$ cat src/rtl/chain_fetch_pkg.sv
// Shared types for the linked-descriptor fetch engine.
// Assumes 32-bit FIFO words carrying four byte lanes.
package chain_fetch_pkg;
    localparam int unsigned WORD_W = 32;
    localparam int unsigned LANES  = WORD_W / 8;

    typedef enum logic [2:0] {
        WK_IDLE,
        WK_DADDR,
        WK_DNEXT,
        WK_DLEN,
        WK_DTAG,
        WK_FETCH,
        WK_PUSH,
        WK_DRAIN
    } walk_state_t;

    typedef struct packed {
        logic [WORD_W-1:0] tag;
        logic [WORD_W-1:0] data;
        logic [LANES-1:0]  be;
        logic              first;
        logic              last;
    } beat_t;
endpackage

$ cat src/rtl/cfd_walker.sv
// Descriptor walker: fetches the four descriptor words, then the data words
// of the block, and hands each raw word with its remaining byte count to the
// packer. Assumes word-aligned pointers and one outstanding read at a time.
module cfd_walker
    import chain_fetch_pkg::*;
#(
    parameter int unsigned ADDR_W      = 32,
    parameter int unsigned CNT_W       = 29,
    parameter int unsigned REALIGN_POS = 29,
    parameter logic [31:0] STOP_PTR    = 32'h1
) (
    input  logic              clk,
    input  logic              rst_n,
    input  logic              start,
    input  logic [ADDR_W-1:0] first_ptr,
    output logic              mem_req,
    output logic [ADDR_W-1:0] mem_addr,
    input  logic              mem_rvalid,
    input  logic [WORD_W-1:0] mem_rdata,
    output logic              push_valid,
    input  logic              push_ready,
    output logic [WORD_W-1:0] push_raw,
    output logic [CNT_W-1:0]  push_rem,
    output logic              push_realign,
    output logic              push_first,
    output logic [WORD_W-1:0] push_tag,
    input  logic              stage_empty,
    output logic              busy,
    output logic              done
);
    localparam logic [ADDR_W-1:0] STEP = ADDR_W'(LANES);

    walk_state_t       state;
    logic [ADDR_W-1:0] ptr;
    logic [ADDR_W-1:0] daddr;
    logic [WORD_W-1:0] nxt;
    logic [WORD_W-1:0] tag;
    logic [WORD_W-1:0] word;
    logic [CNT_W-1:0]  rem;
    logic              realign;
    logic              first;
    logic              at_end;

    assign at_end = (nxt == STOP_PTR);

    // Sequencer for descriptor reads, data reads and hand-off to the packer.
    always_ff @(posedge clk) begin
        if (!rst_n) begin
            state   <= WK_IDLE;
            ptr     <= '0;
            daddr   <= '0;
            nxt     <= '0;
            tag     <= '0;
            word    <= '0;
            rem     <= '0;
            realign <= 1'b0;
            first   <= 1'b0;
            done    <= 1'b0;
        end else begin
            done <= 1'b0;
            case (state)
                WK_IDLE: if (start) begin
                    ptr   <= first_ptr;
                    state <= WK_DADDR;
                end
                WK_DADDR: if (mem_rvalid) begin
                    daddr <= mem_rdata[ADDR_W-1:0];
                    state <= WK_DNEXT;
                end
                WK_DNEXT: if (mem_rvalid) begin
                    nxt   <= mem_rdata;
                    state <= WK_DLEN;
                end
                WK_DLEN: if (mem_rvalid) begin
                    rem     <= mem_rdata[CNT_W-1:0];
                    realign <= mem_rdata[REALIGN_POS];
                    state   <= WK_DTAG;
                end
                WK_DTAG: if (mem_rvalid) begin
                    tag   <= mem_rdata;
                    first <= 1'b1;
                    if (rem != '0) begin
                        state <= WK_FETCH;
                    end else if (at_end) begin
                        state <= WK_DRAIN;
                    end else begin
                        ptr   <= nxt[ADDR_W-1:0];
                        state <= WK_DADDR;
                    end
                end
                WK_FETCH: if (mem_rvalid) begin
                    word  <= mem_rdata;
                    state <= WK_PUSH;
                end
                WK_PUSH: if (push_ready) begin
                    first <= 1'b0;
                    daddr <= daddr + STEP;
                    if (rem <= CNT_W'(LANES)) begin
                        rem <= '0;
                        if (at_end) begin
                            state <= WK_DRAIN;
                        end else begin
                            ptr   <= nxt[ADDR_W-1:0];
                            state <= WK_DADDR;
                        end
                    end else begin
                        rem   <= rem - CNT_W'(LANES);
                        state <= WK_FETCH;
                    end
                end
                WK_DRAIN: if (stage_empty) begin
                    done  <= 1'b1;
                    state <= WK_IDLE;
                end
                default: state <= WK_IDLE;
            endcase
        end
    end

    // Read address for the current phase.
    always_comb begin
        mem_req  = 1'b1;
        mem_addr = daddr;
        case (state)
            WK_DADDR: mem_addr = ptr;
            WK_DNEXT: mem_addr = ptr + STEP;
            WK_DLEN:  mem_addr = ptr + (STEP << 1);
            WK_DTAG:  mem_addr = ptr + (STEP * ADDR_W'(3));
            WK_FETCH: mem_addr = daddr;
            default:  mem_req  = 1'b0;
        endcase
    end

    assign push_valid   = (state == WK_PUSH);
    assign push_raw     = word;
    assign push_rem     = rem;
    assign push_realign = realign;
    assign push_first   = first;
    assign push_tag     = tag;
    assign busy         = (state != WK_IDLE);
endmodule

$ cat src/rtl/cfd_lane_mask.sv
// Byte-lane packer: from a raw word and the bytes still owed for the block,
// forms the byte-enable, zeroes the lanes past the end, and flags the final
// word. Purely combinational.
module cfd_lane_mask
    import chain_fetch_pkg::*;
#(
    parameter int unsigned CNT_W = 29
) (
    input  logic [WORD_W-1:0] raw,
    input  logic [CNT_W-1:0]  rem,
    input  logic              realign,
    output logic [WORD_W-1:0] data,
    output logic [LANES-1:0]  be,
    output logic              last
);
    assign last = (rem <= CNT_W'(LANES));

    for (genvar i = 0; i < LANES; i++) begin : g_lane
        logic keep;
        // A lane is real data if the block still owes more than i bytes.
        assign keep = (rem > CNT_W'(i));
        assign data[8*i +: 8] = keep ? raw[8*i +: 8] : 8'h00;
        assign be[i] = keep | realign;
    end
endmodule

$ cat src/rtl/cfd_out_stage.sv
// Single-entry output register with valid/ready. Holds its beat on a
// stall and accepts a new beat in the same cycle the old one leaves.
module cfd_out_stage
    import chain_fetch_pkg::*;
(
    input  logic  clk,
    input  logic  rst_n,
    input  logic  in_valid,
    output logic  in_ready,
    input  beat_t in_beat,
    output logic  out_valid,
    input  logic  out_ready,
    output beat_t out_beat,
    output logic  empty
);
    assign in_ready = !out_valid || out_ready;
    assign empty    = !out_valid;

    // Load on hand-off, clear when taken with nothing behind it.
    always_ff @(posedge clk) begin
        if (!rst_n) begin
            out_valid <= 1'b0;
            out_beat  <= '0;
        end else if (in_valid && in_ready) begin
            out_valid <= 1'b1;
            out_beat  <= in_beat;
        end else if (out_ready) begin
            out_valid <= 1'b0;
        end
    end
endmodule

$ cat src/rtl/chain_fetch_dma.sv
// Top of the linked-descriptor fetch engine: walker, byte-lane packer and
// output register. Assumes word-aligned descriptors and data addresses.
module chain_fetch_dma
    import chain_fetch_pkg::*;
#(
    parameter int unsigned ADDR_W      = 32,
    parameter int unsigned CNT_W       = 29,
    parameter int unsigned REALIGN_POS = 29,
    parameter logic [31:0] STOP_PTR    = 32'h1
) (
    input  logic              clk,
    input  logic              rst_n,
    input  logic              start,
    input  logic [ADDR_W-1:0] first_ptr,
    output logic              busy,
    output logic              done,
    output logic              mem_req,
    output logic [ADDR_W-1:0] mem_addr,
    input  logic              mem_rvalid,
    input  logic [31:0]       mem_rdata,
    output logic              out_valid,
    input  logic              out_ready,
    output logic [31:0]       out_data,
    output logic [3:0]        out_be,
    output logic [31:0]       out_tag,
    output logic              out_first,
    output logic              out_last
);
    logic              push_valid;
    logic              push_ready;
    logic [WORD_W-1:0] push_raw;
    logic [CNT_W-1:0]  push_rem;
    logic              push_realign;
    logic              push_first;
    logic [WORD_W-1:0] push_tag;
    logic              stage_empty;
    logic [WORD_W-1:0] pk_data;
    logic [LANES-1:0]  pk_be;
    logic              pk_last;
    beat_t             in_beat;
    beat_t             o_beat;

    cfd_walker #(
        .ADDR_W(ADDR_W), .CNT_W(CNT_W),
        .REALIGN_POS(REALIGN_POS), .STOP_PTR(STOP_PTR)
    ) i_walker (
        .clk(clk), .rst_n(rst_n), .start(start), .first_ptr(first_ptr),
        .mem_req(mem_req), .mem_addr(mem_addr),
        .mem_rvalid(mem_rvalid), .mem_rdata(mem_rdata),
        .push_valid(push_valid), .push_ready(push_ready),
        .push_raw(push_raw), .push_rem(push_rem),
        .push_realign(push_realign), .push_first(push_first),
        .push_tag(push_tag), .stage_empty(stage_empty),
        .busy(busy), .done(done)
    );

    cfd_lane_mask #(.CNT_W(CNT_W)) i_mask (
        .raw(push_raw), .rem(push_rem), .realign(push_realign),
        .data(pk_data), .be(pk_be), .last(pk_last)
    );

    assign in_beat = '{tag: push_tag, data: pk_data, be: pk_be,
                       first: push_first, last: pk_last};

    cfd_out_stage i_out (
        .clk(clk), .rst_n(rst_n),
        .in_valid(push_valid), .in_ready(push_ready), .in_beat(in_beat),
        .out_valid(out_valid), .out_ready(out_ready), .out_beat(o_beat),
        .empty(stage_empty)
    );

    assign out_data  = o_beat.data;
    assign out_be    = o_beat.be;
    assign out_tag   = o_beat.tag;
    assign out_first = o_beat.first;
    assign out_last  = o_beat.last;
endmodule

$ cat config.mk
export PLATFORM = sky130hd
export DESIGN_NAME = chain_fetch_dma
export DESIGN_NICKNAME = d
export VERILOG_FILES = /design/src/rtl/chain_fetch_pkg.sv /design/src/rtl/cfd_walker.sv /design/src/rtl/cfd_lane_mask.sv /design/src/rtl/cfd_out_stage.sv /design/src/rtl/chain_fetch_dma.sv
export SDC_FILE = /design/constraint.sdc
export NUM_CORES = 1
export LEC_CHECK = 0
export BUFFER_PORTS_ARGS = -buffer_cell sky130_fd_sc_hd__buf_4
export CAP_MARGIN = 15
export CORE_ASPECT_RATIO = 1.1
export CORE_MARGIN = 1.5
export CORE_UTILIZATION = 60
export DETAILED_ROUTE_END_ITERATION = 8
export PLACE_DENSITY = 0.82
export SLEW_MARGIN = 20
export SYNTH_ARGS = -nofsm -noshare
export SYNTH_HDL_FRONTEND = slang
export SYNTH_SLANG_ARGS = --single-unit
$ cat constraint.sdc
create_clock -name clk -period 7.15 [get_ports clk]
set_input_delay 0 -clock clk [delete_from_list [all_inputs] [get_ports clk]]
set_output_delay 0 -clock clk [all_outputs]
set_load 0.05 [all_outputs]
==> flow_summary.toml <==
[cts]
clk_latency_ns = 0.55
clock_sinks = 266
cts_resized = 0
h-tree-depth = 1
clk_pin_slew_worst_paths_ns = 0.06
cts-hold-fix-buffers = 66
postCtsSetupRepairBufs = 0
cts_buffers = 27
cts_tree = "done"
cts_root_buffer = "clkbuf_16"
cts_max_path_buffers = 3

[die]
die_w_um = 146.6
die-area_mm2 = 0.02361
initial_core_util_pct = 61.40
row_count = 57
ios = 175
core_region_area_mm2 = 0.02218
die_h_um = 161.0

[setup_path]
setup.worst_path.start_class = "register"
worstPathRequired_ns = 7.15
critPathBufInv = 2
cp_max_fo = 44
end_kind = "output port"
reg2reg_slack_ns = 3.55
cp_top_family = "compound AO/OA/AOI/OAI gates"
critPathSlowestCell = "a21oi_1"
critPathKind = "reg2out"
cpPeakStageDelay_ns = 0.76
path_cells = "nor3b_1 > buf_4 > xnor2_1 > ha_1 > a21oi_1 > or3_1 > nor3_2 > xnor2_1 > a222oi_1 > buf_4"
cp.arrival_ns = 4.04

[placed_design]
dp_hpwl_um = 32740
gp_congestion = 0.9576
io_buffers = 174
place_area_mm2 = 0.01488
placed_cells = 2171
place_ws_ns = 3.675

[power_and_ir_drop]
vdd_ir_drop_max_mv = 0.2542
power_density_mw_per_mm2 = 404.1
power_mw = 6.638
leakagePower_nw = 5.810
p_sw_mw = 3.151
pwr-share-seq_pct = 30.5
p_comb_share_pct = 48.6
pwr-share-clk_pct = 21.0
swShare_pct = 47.47
p_int_mw = 3.487

[detailed_routing]
routed_via_density = 6.572
wl_per_cell_um = 22.34
drt-initial-drc-count = 1694
vias = 15030
drc = 0
first_pass_iters = 6
ant_nets = 0
wl_um = 51090

[final_layout]
syn_to_final_growth_pct = 20.62
n_fill_cell = 1681
nets = 2045
final_core_util_pct = 74.06
instances_no_fill = 2287
drive_gt1_share_pct = 13.56
regArea_mm2 = 0.005329
multi_input_area_mm2 = 0.007656
stdcell_area_mm2 = 0.01643

[timing]
worst_pin_slew_ns = 1.041
tns_ns = 0
rsz0062_at_grt = "no"
layout_setup_ws_ns = 3.106
final_hold_viol_count = 0
timing.final.crit_share_pct = 56.56
fin_hold_ws_ns = 0.1415
finalSetupViolations = 0
slew-limit-headroom_pct = 29.98
drv_slew = 0
max_freq_ghz = 0.2473
period_needed_ns = 4.044
skew_ns = 0.01732

[yosys]
synth_nets = 1908
seq_area_frac_synth_pct = 39.10
synth_top_area_cell = "dfxtp_1"
yosys_warnings = 0
synth_cell_type_count = 77
synthCells = 1834
ys_top_cells_by_area = "dfxtp_1 (39%), nand2_1 (11%), a21oi_1 (9.3%)"
synth_seq_cells = 266
ys_dominant_reg_cell = "dfxtp_1"
synth_edf_count = 0
synth_area_mm2 = 0.01362
synth_top_area_share_pct = 39.10
syn-mean-instance-area_um2 = 7.425
async_reset_ff_share_pct = 0

[global_routing]
track_usage_pct = 41.87
grt_pass1_vias = 14330
grt_start_max_net_pins = 119
grt_pass1_wl_um = 78600
overflow = 0
antenna_found_initial = 1

[hold_path]
hp-class = "in2reg"

[run_status]
status = "finished clean"

[run]
drv_cap = 0
-- cell usage after synthesis (all sizes together) (15+ instances only) --
library cell  count
a211oi           40
a21oi           254
a22oi            15
a2bb2oi          19
a31oi            20
buf              31
clkbuf          122
dfxtp           266
inv              17
mux2i            41
nand2           402
nand3            66
nand4            25
nor2            118
nor3             41
nor4             27
o21ai            93
o31ai            15
-- path summary, 6_finish.rpt --
kind                              start                  to  cells after the start
hold / removal               mem_rvalid   i_walker.state[1]                      4
setup / recovery      i_walker.state[2]        mem_addr[30]                     10
hold reg to reg   i_walker.push_tag[25]  i_out.out_beat[63]                      2
setup reg to reg      i_walker.state[2]  i_walker.daddr[12]                      9
-- worst register-to-register path, stage by stage, from the launching register on --
cell and delay [ns]:
dfxtp_4 0.67, buf_4 0.65, nand3b_1 0.16, buf_4 0.37, nor2_4 0.18, buf_4 0.62
nor2_2 0.40, a21oi_1 0.25, o22ai_1 0.11, nor2_1 0.11
-- power by group through the flow --
| stage | Clock (mW) | Sequential [mW] | Combinational, mW |
|---|---|---|---|
| after floorplan | 0 | 1.83 | 2.36 |
| after global placement | 0 | 2.03 | 3.06 |
| after detailed placement | 0 | 2.03 | 3.10 |
| after CTS | 1.38 | 2.00 | 3.15 |
| after global routing | 1.44 | 2.04 | 3.40 |
| final | 1.39 | 2.02 | 3.22 |
-- flip-flops by register name (all words and copies together) (netlist names) --
register,flops
i_out.out_valid,1
i_walker.state,3
i_walker.push_realign,1
i_walker.daddr,32
i_walker.push_raw,32
i_walker.push_tag,32
i_walker.push_rem,29
i_out.out_beat,70
i_walker.push_first,1
i_walker.ptr,32
i_walker.done,1
i_walker.nxt,32
-- cells by family (layout without fill, tap and decap cells) --
kind of cell    Yosys count  count (layout)  share of synthesized area (%)
fa+ha+maj                 9               9                         0.7626
mux                      43              43                          3.179
other cells               0               1                              0
flops                   266             266                          39.10
xor+xnor                 25              25                          1.608
buf+inv                 172             329                          4.961
simple gates            767             767                          25.72
compound gates          552             552                          24.67
-- placed cells by master, fill, tap and decap left out, types with 8 or more instances in the layout --
cell | synthesis | routed
a211oi_1 | 40 | 39
a21oi_1 | 254 | 253
a22oi_1 | 15 | 15
a2bb2oi_1 | 19 | 19
a31oi_1 | 20 | 20
and2_1 | 13 | 12
and3_1 | 14 | 14
and4_1 | 11 | 11
buf_4 | 1 | 194
clkbuf_1 | 122 | 8
clkbuf_16 | 0 | 28
dfxtp_1 | 266 | 265
dlygate4sd3_1 | 0 | 66
inv_1 | 17 | 17
mux2i_1 | 41 | 41
nand2_1 | 402 | 401
nand2b_1 | 10 | 10
nand3_1 | 66 | 66
nand4_1 | 24 | 24
nor2_1 | 117 | 114
nor3_1 | 37 | 36
nor4_1 | 23 | 23
o211ai_1 | 9 | 9
o21a_1 | 10 | 10
o21ai_0 | 89 | 89
o22ai_1 | 9 | 9
o31ai_1 | 15 | 14
or3_1 | 10 | 10
xnor2_1 | 13 | 13
xor2_1 | 12 | 12
-- routing by layer --
metal / share of wire [%] / vias to the layer above / GRT usage [%]
met5: 0 / - / 0
met4: 7.1 / 0 / 26.91
met3: 11 / 261 / 7.401
met2: 46 / 960 / 67.65
met1: 36 / 7002 / 51.67
li1: - / 6808 / -
-- layout make-up --
cell class | count | share of cell area (%)
antenna | 1 | 0.01523
clock inverter | 6 | 0.2285
tap | 295 | 2.247
multi-input combinational | 1396 | 46.61
timing repair buffer | 261 | 12.96
clock buffer | 43 | 5.035
inverter | 19 | 0.4647
sequential | 266 | 32.44
No activity file was read; power rests on OpenSTA's default activity.
